## src/rtl/dbl2sgl_store.sv

```systemverilog
module dbl2sgl_store #(
  parameter bit PIPE = 1'b1
) (
  input  logic        clk,
  input  logic        rst,
  input  logic        in_valid,
  input  logic [63:0] in_data,
  output logic        out_valid,
  output logic [31:0] out_word
);
  localparam int          EW       = 11;
  localparam int          FW       = 23;
  localparam logic [EW-1:0] COPY_MIN = EW'(897);
  localparam logic [EW-1:0] DEN_MIN  = EW'(874);

  logic          sgn;
  logic [EW-1:0] ex;
  logic          mag_zero;
  logic [EW-1:0] sh_full;
  logic [4:0]    sh;
  logic [FW:0]   mant;
  logic [FW-1:0] den_frac;
  logic [31:0]   conv;

  assign sgn      = in_data[63];
  assign ex       = in_data[62:52];
  assign mag_zero = (in_data[62:0] == 63'd0);
  assign sh_full  = COPY_MIN - ex;
  assign sh       = sh_full[4:0];
  assign mant     = {1'b1, in_data[51:29]};
  assign den_frac = FW'(mant >> sh);

  always_comb begin
    if (ex >= COPY_MIN || mag_zero)
      conv = {sgn, in_data[62], in_data[58:29]};
    else if (ex >= DEN_MIN)
      conv = {sgn, 8'd0, den_frac};
    else
      conv = {sgn, 31'd0};
  end

  logic [63:0] chk_src;

  generate
    if (PIPE) begin : g_pipe
      logic        v_q;
      logic [31:0] w_q;
      logic [63:0] src_q;
      always_ff @(posedge clk) begin
        if (rst) begin
          v_q <= 1'b0;
          w_q <= '0;
        end else begin
          v_q <= in_valid;
          if (in_valid) w_q <= conv;
        end
      end
      always_ff @(posedge clk) src_q <= in_data;
      assign out_valid = v_q;
      assign out_word  = w_q;
      assign chk_src   = src_q;

      a_r8_valid_follows: assert property (@(posedge clk) disable iff (rst)
        in_valid |=> out_valid);
      a_r8_idle_follows: assert property (@(posedge clk) disable iff (rst)
        !in_valid |=> !out_valid);
      a_r9_hold: assert property (@(posedge clk) disable iff (rst)
        !in_valid |=> $stable(out_word));
    end else begin : g_comb
      assign out_valid = in_valid;
      assign out_word  = conv;
      assign chk_src   = in_data;
    end
  endgenerate

  a_r2_sign: assert property (@(posedge clk) disable iff (rst)
    out_valid |-> out_word[31] == chk_src[63]);
  a_r3_copy: assert property (@(posedge clk) disable iff (rst)
    (out_valid && chk_src[62:52] >= COPY_MIN) |->
      (out_word[30] == chk_src[62] && out_word[29:0] == chk_src[58:29]));
  a_r4_special: assert property (@(posedge clk) disable iff (rst)
    (out_valid && chk_src[62:52] == 11'h7FF) |->
      (out_word[30:23] == 8'hFF && out_word[22:0] == chk_src[51:29]));
  a_r5_den_exp: assert property (@(posedge clk) disable iff (rst)
    (out_valid && chk_src[62:52] >= DEN_MIN && chk_src[62:52] < COPY_MIN) |->
      (out_word[30:23] == 8'd0 && out_word[22:0] != 23'd0 || chk_src[62:52] < EW'(875)));
  a_r6_tiny: assert property (@(posedge clk) disable iff (rst)
    (out_valid && chk_src[62:52] < DEN_MIN && chk_src[62:0] != 63'd0) |->
      out_word[30:0] == 31'd0);
endmodule

```

## config.mk

```make
export PLATFORM = sky130hd
export DESIGN_NAME = dbl2sgl_store
export DESIGN_NICKNAME = d
export VERILOG_FILES = /design/src/rtl/dbl2sgl_store.sv
export SDC_FILE = /design/constraint.sdc
export NUM_CORES = 1
export LEC_CHECK = 0
export ABC_AREA = 1
export BUFFER_PORTS_ARGS = -buffer_cell sky130_fd_sc_hd__buf_2
export CORE_MARGIN = 5
export CORE_UTILIZATION = 40
export CTS_CLUSTER_SIZE = 10
export DETAILED_ROUTE_END_ITERATION = 10
export GPL_ROUTABILITY_DRIVEN = 0
export PLACE_DENSITY = 0.73
export SYNTH_ARGS = -nofsm -noshare
export SYNTH_HDL_FRONTEND = slang
export SYNTH_SLANG_ARGS = --single-unit
```

## constraint.sdc

```tcl
create_clock -name clk -period 2.2 [get_ports clk]
set_input_delay 0.33 -clock clk [delete_from_list [all_inputs] [get_ports clk]]
set_output_delay 0.33 -clock clk [all_outputs]
set_load 0.01 [all_outputs]
```

==> flow_summary.json, run 1 <==
{
  "status": "finished clean",
  "critical_path.startpoint": "in_data[53]",
  "grt-ovfl-total": 0,
  "clockBufferDepth": 2,
  "finalCriticalPeriod_ns": 1.86,
  "timing.setup.tns_ns": 0,
  "die_w_um": 96.0,
  "path_class": "primary input to flip-flop",
  "syn_nets": 603,
  "critPathLaunchType": "primary input",
  "power-per-cell-area_nw_per_um2": 541,
  "dpl.hpwl_um": 8020,
  "worst-path-max-fanout": 31,
  "finalSetupViolations": 0,
  "p_seq_frac": 0.337,
  "regArea_um2": 661,
  "wirelength_um": 10400,
  "cp_num_buf_inv": 2,
  "syn_area_per_cell_um2": 5.55,
  "drcViolationCount": 0,
  "vdd_drop_max_uv": 381,
  "cts_tree": "built",
  "clockRootBuffer": "clkbuf_8",
  "yosys.area.top_type_share": 0.223,
  "path_delay_family": "simple AND/OR/NAND/NOR gates",
  "internal-power_uw": 1250,
  "std_cell_rows": 31,
  "area_growth_syn_to_layout_pct": 22.1,
  "grt_pass1_vias": 3421,
  "synth-simple-area-share": 0.560,
  "p_sw_frac": 0.359,
  "synthMuxAreaShare": 0,
  "groute.usage.overall": 0.225,
  "initialDrtViolationCount": 396,
  "antenna_cells": 0,
  "hold_viol": 0,
  "nFillCells": 771,
  "coreArea_um2": 7210,
  "worstHoldStart": "rst",
  "total_power_uw": 1960,
  "crit_arrival_ns": 2.08,
  "io_buffers": 99,
  "die_area_um2": 9220,
  "r2r_start": "out_word[13]",
  "vias": 3947,
  "netlist_area_um2": 2960,
  "htreeDepth": 2,
  "drive_gt1_frac": 0.226,
  "combPwrFrac": 0.349,
  "final_common_cell": "nand2_1",
  "worstHoldPathType": "primary input to flip-flop",
  "grt_pass1_wl_um": 16300,
  "synth_xor_xnor_area_share": 0,
  "yosysWarnings": 0,
  "nets": 689,
  "start_util": 0.410,
  "cellLeakagePower_uw": 0.00184,
  "synth_adder_area_share": 0.0127,
  "synth-seq-cells": 33,
  "synth.area.top_cells": "dfxtp_1 (22%), nand2_1 (21%), nand3_1 (18%)",
  "postRouteAntennaNets": 0,
  "syn_inst": 533,
  "ys_types": 25,
  "final.period_utilization": 0.847,
  "clock_latency_ns": 0.29,
  "io_pins": 100,
  "cts_resized": 0,
  "crit_path_top_delay_cell": "o21ai_4",
  "synth_compound_area_frac": 0.124,
  "synth_seq_area_share": 0.223,
  "multi_input_area_um2": 2060,
  "p_switching_uw": 703,
  "synth_top_family_by_area": "simple AND/OR/NAND/NOR gates",
  "clock-sinks": 33,
  "viasPerCell": 5.49,
  "fin_worst_skew_ns": 0,
  "relSlewSlack": 0.447,
  "max_stage_delay_ns": 0.30,
  "cts_hold_buf": 0,
  "antenna_found_initial": 0,
  "cts_buffers": 5,
  "final_cell_mix": "nand2_1 (162), nand3_1 (104), buf_2 (99), nor2_1 (87), a21oi_1 (34)",
  "post-cts-setup-buffers": 0,
  "worstMarginPinSlew_ns": 0.829,
  "crit_chain": "buf_2 > inv_1 > ha_1 > nor2_1 > nor2_1 > o21ai_4 > nand2_8 > nor2_4 > nand3_1 > a21oi_1",
  "avgRoutedWirePerCell_um": 14.5,
  "fmax_mhz": 536,
  "first_pass_iters": 6,
  "timing.final.max_slew_violations": 0,
  "max_cap_viol_count": 0,
  "path_clk_slew_ns": 0.07,
  "rsz0062_at_grt": "no",
  "crit_top_cell": "nor2_1",
  "clockPowerShare": 0.313,
  "die_h_um": 96.0,
  "cp-end-kind": "flip-flop",
  "cp.required_ns": 2.42,
  "grt_max_degree": 33,
  "yosys.area.top_type": "dfxtp_1"
}
[worst paths after layout]
kind                        to  slack [ns]  cells past startpoint
setup / recovery  out_word[10]        0.34                     10
hold / removal       out_valid        0.20                      2
setup reg to reg  out_word[13]        1.52                      2
hold reg to reg   out_word[31]        0.50                      2
[routing by layer]
metal	vias up	wire length, µm	global-route usage
met3	42	1150	0.0399
met1	1705	4340	0.291
li1	1925	-	-
met5	-	0	0
met4	0	437	0.0877
met2	275	4480	0.369
[cell type report]
class | instances | area share
Clock inverter | 1 | 0.00831
Multi-Input combinational cell | 452 | 0.571
Timing Repair Buffer | 112 | 0.164
Tap cell | 99 | 0.0343
Inverter | 15 | 0.0156
Clock buffer | 7 | 0.0239
Sequential cell | 33 | 0.183
[power by group through the flow]
stage | sequential (µW) | clock, µW | combinational, µW
global placement | 672 | 0 | 664
detailed placement | 673 | 0 | 666
finish | 660 | 613 | 683
global route | 664 | 646 | 762
floorplan | 691 | 0 | 417
CTS | 660 | 619 | 670
[kinds of logic after synthesis]
family	count (synthesis)
simple gates	379
compound gates	70
fa+ha+maj	3
flops	33
buf+inv	48
[stage by stage]
stage	hold slack, ns	cell area (µm²)	utilization	std cells	setup WS (ns)
2_1_floorplan	0.402	2960	-	533	0.174
3_3_place_gp	0.474	3500	0.485	711	0.199
3_5_place_dp	0.494	3500	0.485	711	0.120
4_1_cts	0.194	3610	0.501	719	0.387
5_1_grt	0.217	3610	0.501	719	0.158
6_report	0.197	3610	0.501	719	0.336
[cell usage after synthesis]
library cell  instances
nor2_1               87
buf_12                1
ha_1                  3
nand2_2              11
nand4_2               1
nand2_1             162
buf_2                11
nand4_1               7
inv_2                 1
o31ai_1               2
buf_4                 1
inv_1                14
dfxtp_1              33
nand3_1             104
clkbuf_1             15
nand2_8               1
buf_6                 3
o21ai_4               1
o21ai_0              33
nor2_4                3
a21oi_1              34
nand2_4               1
or2_2                 1
buf_1                 2
nor2_2                1
[state kept, by name, summed over array words and instances, names as in the netlist]
signal,cells
out_word,32
out_valid,1
Note: power is estimated with default switching activity, not from simulation.
==> run 2: changes to the inputs <==
==> constraint.sdc (replaced) <==
create_clock -name clk -period 1.72 [get_ports clk]
set_input_delay 0.258 -clock clk [delete_from_list [all_inputs] [get_ports clk]]
set_output_delay 0.258 -clock clk [all_outputs]
set_load 0.01 [all_outputs]
==> run 2 against run 1 <==
  * Hold slack got worse by 0.050 ns
  * Sequential power grew 28%
  * Design area rose by 7.6%
  * Combinational power grew 35%
  * Critical path depth increased by 1
  * Critical endpoint is now out_word[5]
  * Non-clock buffer count increased by 24
  * Cell count is 3.3% higher
  * Register-to-register slack got worse by 0.48 ns
==> flow_summary.json, run 2 (synthesis results as in run 1) <==
{
  "groute.usage.overall": 0.218,
  "final_cell_mix": "nand2_1 (162), nand3_1 (104), buf_2 (99), nor2_1 (87), a21oi_1 (34)",
  "std_cell_rows": 31,
  "vias": 3961,
  "p_sw_frac": 0.328,
  "whs_ns": 0.147,
  "cts_buffers": 5,
  "drcViolationCount": 0,
  "power-per-cell-area_nw_per_um2": 676,
  "cts_resized": 0,
  "die_w_um": 96.0,
  "min_path_cells": 2,
  "clockBufferDepth": 2,
  "finalSetupViolations": 0,
  "grt_pass1_wl_um": 16300,
  "vdd_drop_max_uv": 444,
  "grt_max_degree": 39,
  "fin_worst_skew_ns": 0,
  "viasPerCell": 5.33,
  "die_h_um": 96.0,
  "initialDrtViolationCount": 339,
  "critPathLaunchType": "primary input",
  "start_util": 0.410,
  "fmax_mhz": 659,
  "relSlewSlack": 0.746,
  "area_growth_syn_to_layout_pct": 31.3,
  "cts_tree": "built",
  "grt_pass1_vias": 3787,
  "combPwrFrac": 0.352,
  "rsz0062_at_grt": "no",
  "avgRoutedWirePerCell_um": 13.2,
  "cellLeakagePower_uw": 0.00198,
  "timing.final.max_slew_violations": 0,
  "largest_register_ffs": 32,
  "antenna_found_initial": 0,
  "cp-end-kind": "flip-flop",
  "setup_ws_ns": 0.204,
  "final.period_utilization": 0.882,
  "path_clk_slew_ns": 0.06,
  "timing.setup.tns_ns": 0,
  "cts_hold_buf": 0,
  "worstHoldPathType": "primary input to flip-flop",
  "coreArea_um2": 7210,
  "status": "finished clean",
  "hold_viol": 0,
  "internal-power_uw": 1760,
  "dp_worst_setup_slack_ns": -0.116,
  "worst-path-max-fanout": 23,
  "post-cts-setup-buffers": 0,
  "p_seq_frac": 0.321,
  "cp.required_ns": 1.94,
  "worstMarginPinSlew_ns": 0.381,
  "io_buffers": 99,
  "crit_arrival_ns": 1.73,
  "htreeDepth": 2,
  "nets": 713,
  "finalCriticalPeriod_ns": 1.52,
  "first_pass_iters": 5,
  "clockRootBuffer": "clkbuf_8",
  "io_pins": 100,
  "rr_worst_depth": 2,
  "clockPowerShare": 0.327,
  "die_area_um2": 9220,
  "total_power_uw": 2630,
  "max_cap_viol_count": 0,
  "dpl.hpwl_um": 7930,
  "drive_gt1_frac": 0.259,
  "antenna_cells": 0,
  "clock-sinks": 33,
  "path_class": "primary input to flip-flop",
  "grt-ovfl-total": 0,
  "wirelength_um": 9810,
  "clock_latency_ns": 0.28,
  "final_common_cell": "nand2_1",
  "p_switching_uw": 862,
  "postRouteAntennaNets": 0
}
run 2: through the flow:
step	instance area, µm²	std cells	utilization
6_report	3890	743	0.539
2_1_floorplan	2980	533	-
3_3_place_gp	3740	735	0.519
4_1_cts	3880	743	0.537
5_1_grt	3890	743	0.539
3_5_place_dp	3740	735	0.519
run 2: layout make-up:
cell class / count / area (µm²)
multi-input combinational: 452 / 2070
sequential: 33 / 661
fill: 758 / 3330
inverter: 15 / 58.8
clock inverter: 3 / 65.1
clock buffer: 5 / 68.8
timing repair buffer: 136 / 836
tap: 99 / 124
run 2: worst max-delay path, cell delays in order:
cell	delay (ns)
buf_2	0.13
inv_4	0.05
ha_1	0.31
inv_1	0.14
buf_12	0.17
nand4_1	0.16
nand2_1	0.11
nand4_1	0.11
nor2_1	0.14
nor2_1	0.07
nor2_1	0.07
run 2: power by group through the flow:
stage          Clock (µW)  Sequential [µW]  Combinational [µW]
2_1_floorplan           0              884                 540
3_3_place_gp            0              859                 898
3_5_place_dp            0              861                 913
4_1_cts               871              844                 915
5_1_grt               909              849                1040
6_report              858              844                 923
run 2: final timing paths:
kind / start / slack, ns / to
worst max-delay path: in_data[53] / 0.20 / out_word[5]
worst min-delay path: rst / 0.15 / out_valid
worst max register to register: out_word[11] / 1.04 / out_word[11]
worst min register to register: out_word[31] / 0.51 / out_word[31]
run 2: layer usage:
metal / up-vias / track usage / share of wire
li1: 1980 / - / -
met1: 1714 / 0.259 / 0.40
met2: 215 / 0.359 / 0.44
met3: 52 / 0.0414 / 0.092
met4: 0 / 0.136 / 0.066
met5: - / 0 / 0
==> run 3: changes to the inputs <==
--- a/config.mk
+++ b/config.mk
@@ -7,12 +7,14 @@
 export LEC_CHECK = 0
 export ABC_AREA = 1
 export BUFFER_PORTS_ARGS = -buffer_cell sky130_fd_sc_hd__buf_2
+export CORE_ASPECT_RATIO = 2
 export CORE_MARGIN = 5
 export CORE_UTILIZATION = 40
 export CTS_CLUSTER_SIZE = 10
 export DETAILED_ROUTE_END_ITERATION = 10
 export GPL_ROUTABILITY_DRIVEN = 0
 export PLACE_DENSITY = 0.73
+export RECOVER_POWER = 50
 export SYNTH_ARGS = -nofsm -noshare
 export SYNTH_HDL_FRONTEND = slang
 export SYNTH_SLANG_ARGS = --single-unit
==> run 3 against run 2 <==
  * Count of clock-buffer cells in the layout grew 2
  * Die area rose by 1.1%
  * Clock skew is the same
  * Via count shrank 2.1%
  * Largest cell class unchanged
  * Design area fell by 2.7%
  * Fmax is 0.18% lower
  * Clock power is 2% lower
  * Power shrank 1.3%
  * Routed wire length grew 1.3%
==> flow_summary.json, run 3 (synthesis results as in run 1) <==
{
  "status": "finished clean",
  "nFillCells": 796,
  "cp.required_ns": 1.92,
  "fin_worst_skew_ns": 0,
  "htreeDepth": 2,
  "clock_latency_ns": 0.27,
  "cellLeakagePower_uw": 0.00184,
  "worstMarginPinSlew_ns": 0.812,
  "total_power_uw": 2590,
  "timing.final.max_slew_violations": 0,
  "clockBufferDepth": 2,
  "nets": 704,
  "cp-end-kind": "flip-flop",
  "die_h_um": 132,
  "cts_resized": 0,
  "postRouteAntennaNets": 0,
  "rr_worst_depth": 2,
  "r2r_start": "out_word[18]",
  "worstHoldPathType": "primary input to flip-flop",
  "vdd_drop_max_uv": 707,
  "io_pins": 100,
  "max_cap_viol_count": 0,
  "min_path_cells": 2,
  "dp.cells": 719,
  "largest_register_ffs": 32,
  "grt_pass1_vias": 3749,
  "vias": 3877,
  "cts_hold_buf": 0,
  "first_pass_iters": 5,
  "r2r-end": "out_word[18]",
  "critPathLaunchType": "primary input",
  "cp_num_buf_inv": 3,
  "crit_path_top_delay_cell": "buf_4",
  "use_met3": 0.0275,
  "final_cell_mix": "nand2_1 (162), nand3_1 (104), nor2_1 (87), buf_2 (68), a21oi_1 (34)",
  "die_area_um2": 9320,
  "viasPerCell": 5.34,
  "busiest_layer": "met2",
  "initialDrtViolationCount": 317,
  "grtUsageMet1": 0.230,
  "max_stage_delay_ns": 0.15,
  "final_common_cell": "nand2_1",
  "reg2reg_slack_ns": 1.00,
  "coreArea_um2": 7270,
  "groute.usage.overall": 0.213,
  "wirelength_um": 9930,
  "avgRoutedWirePerCell_um": 13.7,
  "io_buffers": 99,
  "relSlewSlack": 0.458,
  "dp_worst_setup_slack_ns": -0.0313,
  "finalCriticalPeriod_ns": 1.52,
  "crit_chain": "buf_2 > buf_4 > nor2_4 > nand2_2 > nor2_1 > nand2_1 > nor2_4 > nand2_4 > nand2_8 > buf_12 > nand2_2 > nand2_1 > nor2_1 > nor2_1",
  "rsz0062_at_grt": "no",
  "std_cell_rows": 44,
  "worst-path-max-fanout": 13,
  "global_route.usage.met2": 0.378,
  "crit_arrival_ns": 1.72,
  "dpl.hpwl_um": 8180,
  "worstHoldStart": "rst",
  "cts_buffers": 5,
  "grt_pass1_wl_um": 16600,
  "final.period_utilization": 0.883,
  "path_delay_family": "simple AND/OR/NAND/NOR gates",
  "start_util": 0.407,
  "antenna_found_initial": 0,
  "min_to": "out_valid",
  "path_clk_slew_ns": 0.05,
  "fin_cells": 726,
  "power-per-cell-area_nw_per_um2": 685,
  "path_class": "primary input to flip-flop",
  "timing.setup.tns_ns": 0,
  "area_growth_syn_to_layout_pct": 27.8,
  "grt_max_degree": 54,
  "die_w_um": 70.8,
  "post-cts-setup-buffers": 0,
  "grt-ovfl-total": 0,
  "drive_gt1_frac": 0.197,
  "clock-sinks": 33,
  "setup_ws_ns": 0.201,
  "fmax_mhz": 658,
  "finalSetupViolations": 0,
  "hold_viol": 0,
  "crit_top_cell": "nor2_1",
  "drcViolationCount": 0,
  "clockRootBuffer": "clkbuf_16",
  "cts_tree": "built",
  "antenna_cells": 0
}
run 3: worst max path at each step:
stage,startpoint,end,slack [ns],cells after the start
after floorplan,in_data[53],out_word[18],-0.0009,12
after global placement,in_data[53],out_word[3],0.00009,12
after detailed placement,in_data[53],out_word[22],-0.03,14
after CTS,in_data[53],out_word[18],0.21,14
after global routing,in_data[53],out_word[4],0.04,14
final,in_data[53],out_word[18],0.20,14
run 3: area by class of cell:
type | count | area [µm²] | area share
Inverter | 15 | 58.8 | 0.0156
Timing Repair Buffer | 127 | 739 | 0.196
Multi-Input combinational cell | 452 | 2060 | 0.546
Clock buffer | 7 | 143 | 0.0377
Sequential cell | 33 | 661 | 0.175
Tap cell | 92 | 115 | 0.0304
run 3: per-layer routing:
layer	vias up	wire length [µm]
li1	1962	-
met1	1738	3750
met2	138	5160
met3	39	535
met4	0	484
met5	-	0
run 3: through the flow:
step | utilization | area, µm² | hold WS [ns]
final | 0.520 | 3780 | 0.159
after floorplan | - | 2980 | 0.330
after CTS | 0.526 | 3820 | 0.159
after global routing | 0.520 | 3780 | 0.171
after detailed placement | 0.506 | 3680 | 0.441
after global placement | 0.506 | 3680 | 0.433
run 3: power breakdown:
part	switching (µW)	leakage (µW)	internal, µW
sequential	27.7	0.000274	821
clock	276	0.0000700	565
combinational	553	0.00149	348
total	857	0.00184	1730
